===== config.mk =====
export PLATFORM = sky130hd
export DESIGN_NAME = hdr_stepper
export DESIGN_NICKNAME = d
export VERILOG_FILES = /design/src/rtl/hdr_step_pkg.sv /design/src/rtl/hdr_decode.sv /design/src/rtl/route_select.sv /design/src/rtl/pkt_tracker.sv /design/src/rtl/hdr_stepper.sv
export SDC_FILE = /design/constraint.sdc
export NUM_CORES = 1
export LEC_CHECK = 0
export ABC_AREA = 1
export BUFFER_PORTS_ARGS = -buffer_cell sky130_fd_sc_hd__buf_2
export CELL_PAD_IN_SITES_DETAIL_PLACEMENT = 0
export CELL_PAD_IN_SITES_GLOBAL_PLACEMENT = 1
export CORE_UTILIZATION = 22
export DETAILED_ROUTE_END_ITERATION = 7
export PLACE_DENSITY = 0.78
export SLEW_MARGIN = 0
export SYNTH_ARGS = -nofsm -noshare
export SYNTH_HDL_FRONTEND = slang
export SYNTH_SLANG_ARGS = --single-unit

===== constraint.sdc =====
create_clock -name clk -period 2.75 [get_ports clk]
set_input_delay 0.275 -clock clk [delete_from_list [all_inputs] [get_ports clk]]
set_output_delay 0.275 -clock clk [all_outputs]
set_load 0.02 [all_outputs]

===== src/rtl/hdr_step_pkg.sv =====
package hdr_step_pkg;
  localparam int STATE_W    = 7;
  localparam int DIR_W      = 3;
  localparam int DIST_W     = 4;
  localparam int SEG_BASE   = 7;
  localparam int SEG_STRIDE = DIR_W + DIST_W;
  localparam logic [DIR_W-1:0] DIR_LOCAL = 3'd6;

  typedef enum logic [1:0] {
    RT_THRU = 2'd0,
    RT_DIV  = 2'd1,
    RT_DROP = 2'd2
  } route_t;

  typedef enum logic [1:0] {
    POS_HDR  = 2'd0,
    POS_COMP = 2'd1,
    POS_BODY = 2'd2
  } wpos_t;

  // packed: hop lands in [6:3], segment index in [2:0]
  typedef struct packed {
    logic [DIST_W-1:0] hop;
    logic [2:0]        seg;
  } rstate_t;
endpackage


===== src/rtl/hdr_decode.sv =====
module hdr_decode
  import hdr_step_pkg::*;
#(
  parameter int WORD_W   = 80,
  parameter int NUM_SEGS = 6
) (
  input  logic [WORD_W-1:0] hdr,
  output rstate_t           next_state,
  output logic [DIR_W-1:0]  out_dir,
  output logic              finishing,
  output logic              past_end
);
  localparam int SEG_END = SEG_BASE + SEG_STRIDE * NUM_SEGS;

  logic [DIR_W-1:0]  seg_dir  [NUM_SEGS];
  logic [DIST_W-1:0] seg_dist [NUM_SEGS];

  for (genvar g = 0; g < NUM_SEGS; g++) begin : g_field
    assign seg_dir[g]  = hdr[SEG_BASE + SEG_STRIDE*g +: DIR_W];
    assign seg_dist[g] = hdr[SEG_BASE + SEG_STRIDE*g + DIR_W +: DIST_W];
  end

  rstate_t    cur;
  logic [3:0] seg_nx;

  always_comb begin
    cur        = rstate_t'(hdr[STATE_W-1:0]);
    seg_nx     = {1'b0, cur.seg} + 4'd1;
    past_end   = ({1'b0, cur.seg} >= 4'(NUM_SEGS));
    next_state = cur;
    out_dir    = DIR_LOCAL;
    finishing  = 1'b0;
    if (!past_end) begin
      finishing = (cur.hop == seg_dist[cur.seg]);
      if (finishing) begin
        next_state.seg = seg_nx[2:0];
        next_state.hop = '0;
        out_dir = (seg_nx >= 4'(NUM_SEGS)) ? DIR_LOCAL : seg_dir[seg_nx[2:0]];
      end else begin
        next_state.hop = cur.hop + 4'd1;
        out_dir        = seg_dir[cur.seg];
      end
    end
  end

  initial begin
    if (SEG_END > WORD_W) $error("segment fields exceed word width");
  end
endmodule


===== src/rtl/route_select.sv =====
module route_select
  import hdr_step_pkg::*;
#(
  parameter int MY_DIR = 0
) (
  input  logic [DIR_W-1:0] out_dir,
  input  logic             finishing,
  input  logic             past_end,
  input  logic             thru_free,
  input  logic [6:0]       turn_allow,
  output route_t           route
);
  localparam logic [DIR_W-1:0] OWN = DIR_W'(MY_DIR);

  logic straight, legal;

  always_comb begin
    straight = !past_end && !finishing && (out_dir == OWN);
    legal    = (out_dir == OWN) ||
               ((out_dir != 3'd7) && turn_allow[out_dir]);
    if (!legal)                     route = RT_DROP;
    else if (straight && thru_free) route = RT_THRU;
    else                            route = RT_DIV;
  end
endmodule


===== src/rtl/pkt_tracker.sv =====
module pkt_tracker
  import hdr_step_pkg::*;
(
  input  logic             clk,
  input  logic             rst_n,
  input  logic             accept,
  input  logic             last,
  input  route_t           hdr_route,
  input  rstate_t          hdr_state,
  input  logic [DIR_W-1:0] hdr_dir,
  output wpos_t            pos,
  output route_t           route_q,
  output rstate_t          state_q,
  output logic [DIR_W-1:0] dir_q
);
  always_ff @(posedge clk) begin
    if (!rst_n) begin
      pos     <= POS_HDR;
      route_q <= RT_DIV;
      state_q <= '0;
      dir_q   <= '0;
    end else if (accept) begin
      if (pos == POS_HDR) begin
        route_q <= hdr_route;
        state_q <= hdr_state;
        dir_q   <= hdr_dir;
      end
      if (last)                 pos <= POS_HDR;
      else if (pos == POS_HDR)  pos <= POS_COMP;
      else                      pos <= POS_BODY;
    end
  end

  AST_REARM_AFTER_LAST: assert property (@(posedge clk) disable iff (!rst_n)
    accept && last |=> pos == POS_HDR);
endmodule


===== src/rtl/hdr_stepper.sv =====
module hdr_stepper
  import hdr_step_pkg::*;
#(
  parameter int WORD_W   = 80,
  parameter int NUM_SEGS = 6,
  parameter int MY_DIR   = 0
) (
  input  logic              clk,
  input  logic              rst_n,
  input  logic [6:0]        turn_allow,
  input  logic              thru_free,
  input  logic              in_valid,
  output logic              in_ready,
  input  logic [WORD_W-1:0] in_data,
  input  logic              in_last,
  output logic              thru_valid,
  input  logic              thru_ready,
  output logic [WORD_W-1:0] thru_data,
  output logic              thru_last,
  output logic              div_valid,
  input  logic              div_ready,
  output logic [WORD_W-1:0] div_data,
  output logic              div_last,
  output logic [DIR_W-1:0]  div_dir,
  output logic              drop_pulse
);
  rstate_t          hdr_state, state_q;
  logic [DIR_W-1:0] hdr_dir, dir_q;
  logic             hdr_fin, hdr_past;
  route_t           hdr_route, route_q, route_now;
  wpos_t            pos;
  logic             is_hdr;
  logic [WORD_W-1:0] out_word;

  hdr_decode #(.WORD_W(WORD_W), .NUM_SEGS(NUM_SEGS)) u_dec (
    .hdr(in_data), .next_state(hdr_state), .out_dir(hdr_dir),
    .finishing(hdr_fin), .past_end(hdr_past)
  );

  route_select #(.MY_DIR(MY_DIR)) u_sel (
    .out_dir(hdr_dir), .finishing(hdr_fin), .past_end(hdr_past),
    .thru_free(thru_free), .turn_allow(turn_allow), .route(hdr_route)
  );

  pkt_tracker u_trk (
    .clk(clk), .rst_n(rst_n), .accept(in_valid && in_ready), .last(in_last),
    .hdr_route(hdr_route), .hdr_state(hdr_state), .hdr_dir(hdr_dir),
    .pos(pos), .route_q(route_q), .state_q(state_q), .dir_q(dir_q)
  );

  assign is_hdr    = (pos == POS_HDR);
  assign route_now = is_hdr ? hdr_route : route_q;

  always_comb begin
    out_word = in_data;
    if (is_hdr)               out_word[STATE_W-1:0] = hdr_state;
    else if (pos == POS_COMP) out_word[STATE_W-1:0] = ~state_q;
  end

  always_comb begin
    case (route_now)
      RT_THRU: in_ready = thru_ready;
      RT_DIV:  in_ready = div_ready;
      default: in_ready = 1'b1;
    endcase
  end

  assign thru_valid = in_valid && (route_now == RT_THRU);
  assign div_valid  = in_valid && (route_now == RT_DIV);
  assign thru_data  = out_word;
  assign div_data   = out_word;
  assign thru_last  = in_last;
  assign div_last   = in_last;
  assign div_dir    = is_hdr ? hdr_dir : dir_q;
  assign drop_pulse = in_valid && is_hdr && (hdr_route == RT_DROP);

  AST_THRU_NEEDS_FREE: assert property (@(posedge clk) disable iff (!rst_n)
    thru_valid && is_hdr |-> thru_free);
  AST_DROP_QUIET: assert property (@(posedge clk) disable iff (!rst_n)
    !is_hdr && route_q == RT_DROP |-> !thru_valid && !div_valid);
  AST_DROP_SINKS: assert property (@(posedge clk) disable iff (!rst_n)
    in_valid && route_now == RT_DROP |-> in_ready);
  AST_DIV_HOLD: assert property (@(posedge clk) disable iff (!rst_n)
    div_valid && !div_ready |=> div_valid && $stable(div_data));
  AST_THRU_HOLD: assert property (@(posedge clk) disable iff (!rst_n)
    thru_valid && !thru_ready |=> thru_valid && $stable(thru_data));
endmodule


==> out/qor.yml <==
status: "completed"
crit_type: "in -> out"
die_h_um: 120
hold_viol_final: 0
grt_pass1_wl_um: 13700
design.die.area_um2: 14500
critPathLaunchType: "input pin"
drc_errors: 0
synth_top_area_share_pct: 38.5
fin_crit_ns: 2.71
max_stage_delay_ns: 0.30
netlist-cell-type-count: 35
hp-class: "in -> reg"
finalPower_mw: 1.57
final_layout_size_suffix_gt1_share_pct: 49.0
fin_crit_sh_pct: 98.5
cts.sinks: 14
worst_pin_slew_ns: 0.503
yosys.area.top_type: "buf_4"
hold_start: "rst_n"
synth_flop_cell: "dfxtp_1"
rsz0062_at_grt: "yes"
start_util_pct: 22.9
hold_depth: 2
crit_path_end_kind: "primary output"
final.setup.worst_slack_ns: 0.0408
synth.area.top_cells: "buf_4 39%, nand2_1 12%, dfxtp_1 9.1%, nand3_1 6.5%, inv_1 6.1%"
fmax_mhz: 369
synth-seq-cells: 14
r2r-end: "u_trk.dir_q[0]"
worstPathCellList: "buf_12 -> buf_12 -> ha_4 -> inv_6 -> buf_4 -> buf_4 -> o211ai_1 -> a21oi_1 -> nor3_1 -> nand2_1 -> o21ai_2 -> inv_1 -> nor2_1 -> nand2_1 -> nand2_2 -> nand2_4 -> buf_6 -> nor2_4 -> buf_6"
relSlewSlack_pct: 66.1
filler_cell_count: 1588
r2r_cells: 10
cts_made_buffers: 3
seq_area_frac_synth_pct: 9.10
cp_max_fo: 6
std_cell_rows: 42
netlist_top_cells_count: "158 x buf_4, 102 x nand2_1, 50 x inv_1, 40 x nand3_1, 38 x nor2_1"
drt-wirelength-per-cell_um: 12.3
avgSynthCellArea_um2: 6.03
die_w_um: 120
clk_pin_slew_worst_paths_ns: 0.05
cp-startpoint: "in_data[1]"
yosys_warnings: 0
io_buffers: 169
netlist_area_um2: 3080
antenna_found_initial: 0
r2r_start: "u_trk.pos[1]"
power.leakage_nw: 1.96
worst_path_max_delay_cell: "ha_4"
htree_levels: 1
core_um2: 13500
ctsHoldBuffers: 0
holdPathEnd: "u_trk.route_q[0]"
irDropWorstVdd_mv: 0.228
maxCapViolations: 0
slew_violations: 0
io_pins: 263
reg2reg_slack_ns: 0.91
cp_data_required_time_ns: 2.48
drt_iter0_markers: 128
hpwl_um: 7530
cp_data_arrival_time_ns: 2.43
dp_slack_ns: -0.190
max-clock-path-buffers: 2
cts_tree: "built"
fin_nets: 656
grt_remaining_overflow: 0
insertion_delay_ns: 0.24
n_antenna_cell: 0
synth-edff-count: 0
area_delta_synth_final_pct: 18.8
dr.pass1.iters: 4
cellPowerDensity_nw_per_um2: 428
routed_wl_um: 9030
yosysMostFrequentCell: "buf_4"
skew_ns: 0.00181
gp_congestion: 0.795
async_flop_share_pct: 0
cts_root_buf: "clkbuf_16"
track_usage_pct: 12.0
ant_nets: 0
setup_violations: 0
routed_via_density: 4.14
vias: 3032
grt_max_degree: 23
grt_pass1_vias: 2761
syn_nets: 609
syn_inst: 511
-- metal layers --
layer  wire length (um)  track usage, %  vias to the layer above
met5                  0               0                        -
met4                265            3.78                        0
met3                585            2.26                       28
met2               4430            21.7                      123
met1               3750            14.1                     1317
li1                   -               -                     1564
-- state kept, by name (all words and copies together), names as in the netlist --
register and flops:
u_trk.dir_q 3, u_trk.state_q 7, u_trk.route_q 2, u_trk.pos 2
-- cell type report --
| class | count | area, um^2 | share of cell area [%] |
|---|---|---|---|
| clock buffers | 4 | 88.8 | 2.43 |
| multi-input cells | 275 | 1630 | 44.4 |
| well taps | 176 | 220 | 6.02 |
| inverters | 54 | 213 | 5.81 |
| repair buffers | 210 | 1230 | 33.6 |
| flip-flops and latches | 14 | 280 | 7.66 |
-- cells by family (layout without fill, tap and decap cells) --
family	count (synthesis)	in the layout	share of synthesized area, %
XOR/XNOR	1	1	0.284
adder cells (fa/ha/maj)	4	4	1.62
buffers and inverters	222	268	46.9
flip-flops	14	14	9.10
AO/OA/AOI/OAI	66	66	12.4
AND/OR/NAND/NOR	204	204	29.7
-- layout by cell type, fill, tap and decap left out, types with 3 or more instances in the layout --
| cell | synthesis | routed |
|---|---|---|
| buf_2 | 2 | 163 |
| nand2_1 | 102 | 89 |
| inv_1 | 50 | 46 |
| nand3_1 | 40 | 38 |
| buf_4 | 158 | 37 |
| nor2_1 | 38 | 33 |
| o21ai_0 | 23 | 20 |
| a21oi_1 | 21 | 20 |
| dfxtp_1 | 14 | 14 |
| nand2_2 | 4 | 10 |
| nor2_4 | 2 | 9 |
| nand2_4 | 0 | 7 |
| o221ai_1 | 7 | 6 |
| buf_6 | 2 | 6 |
| o21ai_2 | 1 | 5 |
| inv_2 | 2 | 4 |
| o21ai_1 | 7 | 4 |
| nor2_2 | 5 | 3 |
| clkbuf_16 | 0 | 3 |
-- report_power, final --
| part | switching [mW] | internal [mW] | leakage [nW] |
|---|---|---|---|
| Clock | 0.0831 | 0.220 | 0.0442 |
| Sequential | 0.0172 | 0.235 | 0.115 |
| Combinational | 0.625 | 0.386 | 1.80 |
-- worst max path at each step --
stage | endpoint | slack (ns)
floorplan | div_valid | 0.008
global placement | thru_valid | -0.15
detailed placement | thru_valid | -0.19
CTS | drop_pulse | 0.005
global route | drop_pulse | -0.09
finish | drop_pulse | 0.04
-- repair_timing --
| action | 4_1_cts | 5_1_grt |
|---|---|---|
| pin swaps | 8 | 21 |
| endpoints found under the setup margin | 3 | 23 |
| gates cloned | 0 | 0 |
| buffers inserted | 3 | 1 |
| gates resized for setup | 28 | 54 |
-- worst max-delay path, delay by kind of cell --
kind                     cells  cell delay [ns]
AO/OA/AOI/OAI                3             0.26
AND/OR/NAND/NOR              7             0.74
adder cells (fa/ha/maj)      1             0.30
buffers and inverters        8             0.85
-- per-stage QoR --
step                      hold WS [ns]  setup TNS (ns)  instance area (um^2)  util [%]  instances
final                            0.340               0                  3660      27.2        733
after global routing             0.350          -0.504                  3660      27.2        733
after CTS                        0.335               0                  3460      25.7        732
after detailed placement         0.442           -2.05                  3240      24.1        725
after global placement           0.437           -1.28                  3240      24.1        725
after floorplan                  0.425               0                  3120         -        511
(Power assumes the default switching activity.)
